File: config.mk
export PLATFORM = sky130hd
export DESIGN_NAME = tdm_xfer_unit
export DESIGN_NICKNAME = d
export VERILOG_FILES = /design/src/rtl/tdm_xfer_pkg.sv /design/src/rtl/tdm_xfer_dp.sv /design/src/rtl/tdm_xfer_ctl.sv /design/src/rtl/tdm_xfer_unit.sv
export SDC_FILE = /design/constraint.sdc
export NUM_CORES = 2
export LEC_CHECK = 0
export ABC_CLOCK_PERIOD_IN_PS = 2900
export BUFFER_PORTS_ARGS = -buffer_cell sky130_fd_sc_hd__buf_2
export CAP_MARGIN = 25
export CORE_MARGIN = 2
export CORE_UTILIZATION = 35
export DETAILED_ROUTE_END_ITERATION = 10
export PLACE_DENSITY = 0.52
export SLEW_MARGIN = 20
export SYNTH_ARGS = -nofsm -noshare
export SYNTH_HDL_FRONTEND = slang
export SYNTH_SLANG_ARGS = --single-unit
File: constraint.sdc
create_clock -name clk -period 2.9 [get_ports clk]
set_input_delay 0.145 -clock clk [delete_from_list [all_inputs] [get_ports clk]]
set_output_delay 0.145 -clock clk [all_outputs]
set_load 0.1 [all_outputs]
File: src/rtl/tdm_xfer_pkg.sv
package tdm_xfer_pkg;
  localparam int NUM_SLOTS = 12;
  localparam int SLOT_W    = 4;
  localparam int DATA_W    = 8;
  localparam int NUM_PAIRS = 4;   // {line, dir}

  // strobes from control to datapath
  typedef struct packed {
    logic              swap;
    logic              hostWe;
    logic [1:0]        hostPair;
    logic [SLOT_W-1:0] hostSlot;
    logic [DATA_W-1:0] hostData;
  } dpStrobe_t;
endpackage

File: src/rtl/tdm_xfer_dp.sv
module tdm_xfer_dp
  import tdm_xfer_pkg::*;
#(
  parameter int SLOTS = NUM_SLOTS
) (
  input  logic              clk,
  input  logic              rstN,
  input  dpStrobe_t         strb,
  input  logic              slotValid,
  input  logic [SLOT_W-1:0] slotIdx,
  input  logic [DATA_W-1:0] rxUp,
  input  logic [DATA_W-1:0] rxDn,
  output logic [DATA_W-1:0] rdData,
  output logic [DATA_W-1:0] txUp,
  output logic [DATA_W-1:0] txDn
);
  localparam int PAIR_UP_RD = 0;
  localparam int PAIR_UP_WR = 1;
  localparam int PAIR_DN_RD = 2;
  localparam int PAIR_DN_WR = 3;

  logic [DATA_W-1:0] mem [NUM_PAIRS][2][SLOTS];
  logic              heldBank;
  logic              liveBank;

  assign liveBank = ~heldBank;

  always_ff @(posedge clk or negedge rstN) begin
    if (!rstN) begin
      heldBank <= 1'b0;
      for (int p = 0; p < NUM_PAIRS; p++)
        for (int b = 0; b < 2; b++)
          for (int s = 0; s < SLOTS; s++)
            mem[p][b][s] <= '0;
    end else begin
      if (strb.swap) heldBank <= ~heldBank;
      if (slotValid && (int'(slotIdx) < SLOTS)) begin
        mem[PAIR_UP_RD][liveBank][slotIdx] <= rxUp;
        mem[PAIR_DN_RD][liveBank][slotIdx] <= rxDn;
      end
      if (strb.hostWe && (int'(strb.hostSlot) < SLOTS))
        mem[strb.hostPair][heldBank][strb.hostSlot] <= strb.hostData;
    end
  end

  always_comb begin
    rdData = '0;
    txUp   = '0;
    txDn   = '0;
    if (int'(strb.hostSlot) < SLOTS) rdData = mem[strb.hostPair][heldBank][strb.hostSlot];
    if (int'(slotIdx) < SLOTS) begin
      txUp = mem[PAIR_UP_WR][liveBank][slotIdx];
      txDn = mem[PAIR_DN_WR][liveBank][slotIdx];
    end
  end


  swap_toggle_chk: assert property (@(posedge clk) disable iff (!rstN)
    strb.swap |=> (heldBank != $past(heldBank)));
endmodule

File: src/rtl/tdm_xfer_ctl.sv
module tdm_xfer_ctl
  import tdm_xfer_pkg::*;
#(
  parameter int CHANNELS = 8,
  parameter int SLOTS    = NUM_SLOTS,
  parameter int ADDR_W   = 8,
  parameter int REG_W    = SLOTS + 2
) (
  input  logic                   clk,
  input  logic                   rstN,
  input  logic                   fsync,
  input  logic                   regWe,
  input  logic [ADDR_W-1:0]      regAddr,
  input  logic [REG_W-1:0]       regWdata,
  input  logic [DATA_W-1:0]      bufRdData,
  input  logic [CHANNELS-1:0]    ack,
  output dpStrobe_t              strb,
  output logic                   enable,
  output logic [REG_W-1:0]       regRdata,
  output logic [CHANNELS-1:0]    reqOut,
  output logic [CHANNELS*SLOT_W-1:0] reqSlot,
  output logic [CHANNELS*2-1:0]  reqPair
);
  localparam int CH_W     = (CHANNELS > 1) ? $clog2(CHANNELS) : 1;
  localparam int LINE_BIT = SLOTS;
  localparam int DIR_BIT  = SLOTS + 1;

  logic [SLOTS-1:0] maskArr [CHANNELS];
  logic [SLOTS-1:0] workArr [CHANNELS];
  logic [1:0]       pairArr [CHANNELS];

  logic bufSel, ctrlSel, maskSel, workSel;
  assign bufSel  = regAddr[7] & ~regAddr[6];
  assign ctrlSel = (regAddr == '0);
  assign maskSel = (regAddr[7:4] == 4'h1) && (int'(regAddr[3:0]) < CHANNELS);
  assign workSel = (regAddr[7:4] == 4'h2) && (int'(regAddr[3:0]) < CHANNELS);

  assign strb.swap     = fsync;
  assign strb.hostWe   = regWe & bufSel;
  assign strb.hostPair = {regAddr[5], regAddr[4]};
  assign strb.hostSlot = regAddr[3:0];
  assign strb.hostData = regWdata[DATA_W-1:0];

  always_ff @(posedge clk or negedge rstN) begin
    if (!rstN)                enable <= 1'b0;
    else if (regWe && ctrlSel) enable <= regWdata[0];
  end

  function automatic logic [SLOT_W-1:0] lowestSet(input logic [SLOTS-1:0] v);
    lowestSet = '0;
    for (int i = SLOTS - 1; i >= 0; i--)
      if (v[i]) lowestSet = SLOT_W'(i);
  endfunction

  for (genvar c = 0; c < CHANNELS; c++) begin : gChan
    logic [SLOTS-1:0]  maskQ;
    logic [SLOTS-1:0]  workQ;
    logic              lineQ, dirQ;
    logic              reqLoc;
    logic [SLOT_W-1:0] slotLoc;
    logic              wrHit;

    assign wrHit   = regWe && maskSel && (regAddr[CH_W-1:0] == CH_W'(c));
    assign slotLoc = lowestSet(workQ);
    assign reqLoc  = enable && (workQ != '0);

    always_ff @(posedge clk or negedge rstN) begin
      if (!rstN) begin
        maskQ <= '0;
        lineQ <= 1'b0;
        dirQ  <= 1'b0;
      end else if (wrHit) begin
        maskQ <= regWdata[SLOTS-1:0];
        lineQ <= regWdata[LINE_BIT];
        dirQ  <= regWdata[DIR_BIT];
      end
    end

    always_ff @(posedge clk or negedge rstN) begin
      if (!rstN)                        workQ <= '0;
      else if (fsync && workQ == '0)    workQ <= maskQ;
      else if (ack[c] && reqLoc)        workQ <= workQ & ~(SLOTS'(1) << slotLoc);
    end

    assign maskArr[c] = maskQ;
    assign workArr[c] = workQ;
    assign pairArr[c] = {lineQ, dirQ};
    assign reqOut[c]  = reqLoc;
    assign reqSlot[c*SLOT_W +: SLOT_W] = slotLoc;
    assign reqPair[c*2 +: 2] = {lineQ, dirQ};


    blocked_reload_chk: assert property (@(posedge clk) disable iff (!rstN)
      (fsync && workQ != '0 && !(ack[c] && reqLoc)) |=> (workQ == $past(workQ)));

    ack_clear_chk: assert property (@(posedge clk) disable iff (!rstN)
      (ack[c] && reqLoc) |=> ($countones(workQ) == $countones($past(workQ)) - 1));

    slot_set_chk: assert property (@(posedge clk) disable iff (!rstN)
      reqLoc |-> workQ[slotLoc]);
  end

  always_comb begin
    regRdata = '0;
    if (ctrlSel)      regRdata[0] = enable;
    else if (maskSel) regRdata = {pairArr[regAddr[CH_W-1:0]][0], pairArr[regAddr[CH_W-1:0]][1],
                                  maskArr[regAddr[CH_W-1:0]]};
    else if (workSel) regRdata[SLOTS-1:0] = workArr[regAddr[CH_W-1:0]];
    else if (bufSel)  regRdata[DATA_W-1:0] = bufRdData;
  end
endmodule

File: src/rtl/tdm_xfer_unit.sv
module tdm_xfer_unit
  import tdm_xfer_pkg::*;
#(
  parameter int CHANNELS = 8,
  parameter int SLOTS    = NUM_SLOTS,
  parameter int REG_W    = SLOTS + 2
) (
  input  logic                       clk,
  input  logic                       rstN,
  input  logic                       fsync,
  input  logic                       slotValid,
  input  logic [SLOT_W-1:0]          slotIdx,
  input  logic [DATA_W-1:0]          rxUpByte,
  input  logic [DATA_W-1:0]          rxDnByte,
  output logic [DATA_W-1:0]          txUpByte,
  output logic [DATA_W-1:0]          txDnByte,
  input  logic                       regWe,
  input  logic [7:0]                 regAddr,
  input  logic [REG_W-1:0]           regWdata,
  output logic [REG_W-1:0]           regRdata,
  output logic [CHANNELS-1:0]        reqOut,
  output logic [CHANNELS*SLOT_W-1:0] reqSlot,
  output logic [CHANNELS*2-1:0]      reqPair,
  input  logic [CHANNELS-1:0]        ack
);
  dpStrobe_t         strb;
  logic [DATA_W-1:0] bufRdData;
  logic              enable;

  tdm_xfer_ctl #(.CHANNELS(CHANNELS), .SLOTS(SLOTS), .ADDR_W(8), .REG_W(REG_W)) uCtl (
    .clk(clk), .rstN(rstN), .fsync(fsync), .regWe(regWe), .regAddr(regAddr),
    .regWdata(regWdata), .bufRdData(bufRdData), .ack(ack), .strb(strb),
    .enable(enable), .regRdata(regRdata), .reqOut(reqOut), .reqSlot(reqSlot),
    .reqPair(reqPair)
  );

  tdm_xfer_dp #(.SLOTS(SLOTS)) uDp (
    .clk(clk), .rstN(rstN), .strb(strb), .slotValid(slotValid), .slotIdx(slotIdx),
    .rxUp(rxUpByte), .rxDn(rxDnByte), .rdData(bufRdData), .txUp(txUpByte),
    .txDn(txDnByte)
  );


  no_req_disabled_chk: assert property (@(posedge clk) disable iff (!rstN)
    !enable |-> (reqOut == '0));
endmodule

==> flow_summary_export.csv <==
group,metric,value,unit
finish,nFillCells,14521,
timing,finalSetupViolations,24,
pwr,pwr-share-comb,0.351,
floorplan,initial_core_util,0.352,
worst_setup_path,crit_fanout,3,
clock_tree,clk_path_buf_depth,3,
run_status,violations,"setup timing",
finish,final_cell_count_no_fill,7168,
synthesis,synthMostInstantiatedCell,"dfrtp_1",
worst_hold_path,hold_class,"in -> reg",
synthesis,ys_seq_area_frac,0.452,
floorplan,design.die.area,158000,sq um
worst_setup_path,start_kind,"flip-flop",
finish,syn2layout_area_growth,23.2,%
drt,drt-initial-drc-count,4341,
finish,layout-drive-gt1-share,0.356,
worst_setup_path,path_class,"reg -> out",
run,cap_violations,0,
timing,hold_slack,167,ps
timing,slew_violations,0,
worst_setup_path,crit_chain,"mux4_2 > mux2i_1 > o22a_1 > a31oi_1 > o31ai_4 > a221oi_4 > buf_12",
synthesis,netlist.top_cell.by_area,"dfrtp_1",
pwr,p_int,0.0332,W
global_route,grt_pass1_wl,326000,um
clock_tree,cts_max_level,3,
synthesis,synth_edf_count,0,
floorplan,die_x,397,um
synthesis,ys_top_cells_by_count,"dfrtp_1 (978), mux2i_1 (649), mux2_2 (475)",
floorplan,pin_count,141,
finish,nets,5084,
floorplan,fp.dieH,397,um
placed_design,port_buffers,140,
synthesis,synth_top_cells_by_area,"dfrtp_1 (45%), mux2i_1 (12%), mux4_2 (10%), mux2_2 (9.9%), a21oi_1 (4.2%)",
timing,tightestPinTransition,1150,ps
worst_setup_path,r2r_start,"uDp.heldBank",
clock_tree,cts.sinks,978,
synthesis,syn_area,54100,sq um
synthesis,synth_top_area_share,0.452,
clock_tree,cts_tree,"done",
finish,final-seq-area,24500,sq um
timing,hold_viol,0,
timing,grt_setup_unrepaired,"yes",
synthesis,syn_nets,4683,
timing,max_slew_margin,0.231,
synthesis,synth_cell_types,77,
pwr,power_switching,0.0205,W
timing,max_freq,272,MHz
worst_setup_path,critical_path_required,2760,ps
timing,timing.final.crit_share,1.27,
worst_setup_path,slowest_delay,510,ps
synthesis,synth_seq_cells,978,
drt,avgRoutedWirePerCell,32.3,um
finish,post-route-util,0.434,
worst_setup_path,endpoint,"regRdata[7]",
drt,vias_per_cell,5.98,
synthesis,synth_cells,4628,
global_route,grt-ovfl-total,0,
timing,period_needed,3680,ps
clock_tree,clk_pin_slew_worst_paths,60,ps
pwr,cellLeakagePower,30.4,nW
clock_tree,clock_latency,780,ps
worst_setup_path,crit_family,"compound AO/OA/AOI/OAI gates",
global_route,grt_use_total,0.288,
drt,vias,42829,
drt,post-route-drc-count,0,
pwr,sequentialPowerShare,0.365,
clock_tree,root_buffer,"clkbuf_16",
worst_setup_path,cp.arrival,3530,ps
worst_setup_path,cp.depth,7,
pwr,power_frac_clock,0.284,
synthesis,synth_top_flop_cell,"dfrtp_1",
worst_setup_path,r2r_setup_slack,160,ps
timing,tns,-13860,ps
floorplan,core_area,154000,sq um
pwr,sw_frac_of_total,0.382,
clock_tree,numCtsBuffers,113,
drt,dr.pass1.iters,6,
drt,routed_wl,231000,um
finish,postLayoutCellArea,66700,sq um
pwr,p_per_area,805,nW/um^2
placed_design,hpwl,163000,um
run_status,status,"finished, violations left",
global_route,antenna_found_initial,10,
timing,setup_ws,-777,ps
global_route,grt_pass1_vias,41016,
finish,multi_input_area,28400,sq um
placed_design,gp_congestion,0.985,
worst_setup_path,slowest_stage,"mux2i_1",
timing,finClkSkew,65.5,ps
worst_setup_path,critPathBufInv,1,
global_route,grt_max_degree,105,
placed_design,dpl.cell_count,6850,
placed_design,place_area,60300,sq um
worst_setup_path,r2r_end,"uDp.mem[331]",
floorplan,rows,144,
synthesis,avgSynthCellArea,11.7,sq um
worst_setup_path,reg2regPathDepth,11,
drt,ant_nets,0,
synthesis,ys_warn_count,0,
synthesis,synthArstFlopShare,1.00,
pwr,peakVddDrop,0.624,mV
worst_setup_path,worstSetupEndpointType,"output pin",
-- timing repair --
item,in CTS,in global routing
setup endpoints to repair,25,29
hold buffers,39,0
buffers inserted,35,36
pin swaps,32,56
cloned,6,2
hold endpoints to repair,1003,0
gates resized for setup,206,121
-- power by group through the flow --
stage | logic [W] | registers [W] | clock network (W)
after floorplan | 0.0118 | 0.0183 | 0
after global placement | 0.0164 | 0.0196 | 0
after detailed placement | 0.0166 | 0.0197 | 0
after CTS | 0.0180 | 0.0194 | 0.0154
after global routing | 0.0199 | 0.0198 | 0.0160
final | 0.0188 | 0.0196 | 0.0153
-- metal layers --
metal / track usage / share of wire / routed length [um]
met2: 0.445 / 0.45 / 104000
met3: 0.0423 / 0.075 / 17300
met4: 0.120 / 0.049 / 11400
met5: 0 / 0.00029 / 68
met1: 0.405 / 0.43 / 98400
-- tightest hold or removal path, cell delays in order --
cell and delay [ps]:
buf_2 410, mux2i_1 270, a21oi_1 80
-- kinds of logic after synthesis --
family | after synthesis | share of synthesized area
compound gates | 837 | 0.0933
xor+xnor | 1 | 0.000162
buf+inv | 452 | 0.0443
flops | 978 | 0.452
mux | 1388 | 0.324
simple gates | 972 | 0.0867
-- worst min-delay path by stage --
stage	from	endpoint	cells past startpoint
2_1_floorplan	rstN	async pin	0
3_3_place_gp	rstN	uCtl.gChan[4].lineQ	1
3_5_place_dp	rstN	uCtl.gChan[4].dirQ	1
4_1_cts	rxUpByte[1]	uDp.mem[657]	3
5_1_grt	rxUpByte[1]	uDp.mem[625]	3
6_report	rxUpByte[1]	uDp.mem[633]	3
-- through the flow --
stage               setup slack (ps)  power, W
floorplan                       -209    0.0301
global placement                -646    0.0360
detailed placement              -664    0.0363
CTS                             -738    0.0529
global route                    -791    0.0557
finish                          -777    0.0537
-- cells in the final DEF, fill, tap and decap left out, types with 65 or more instances in the layout --
cell         n
nor2_1     432
a21oi_1    442
mux2_2     475
o21ai_0     65
buf_4      376
mux4_2     240
dfrtp_1    977
buf_12     136
buf_2       93
nand2_1    193
nand3_1     67
mux2i_1    642
clkbuf_16  115
-- final cells by class --
class                   instances  area share
diodes                          3    0.000113
clock buffers                 160      0.0491
clock inverters                47      0.0100
inverters                      40     0.00253
multi-input cells            3199       0.425
flip-flops and latches        978       0.367
well taps                    2044      0.0383
repair buffers                697       0.108
Power figures use the tool's default switching activity.
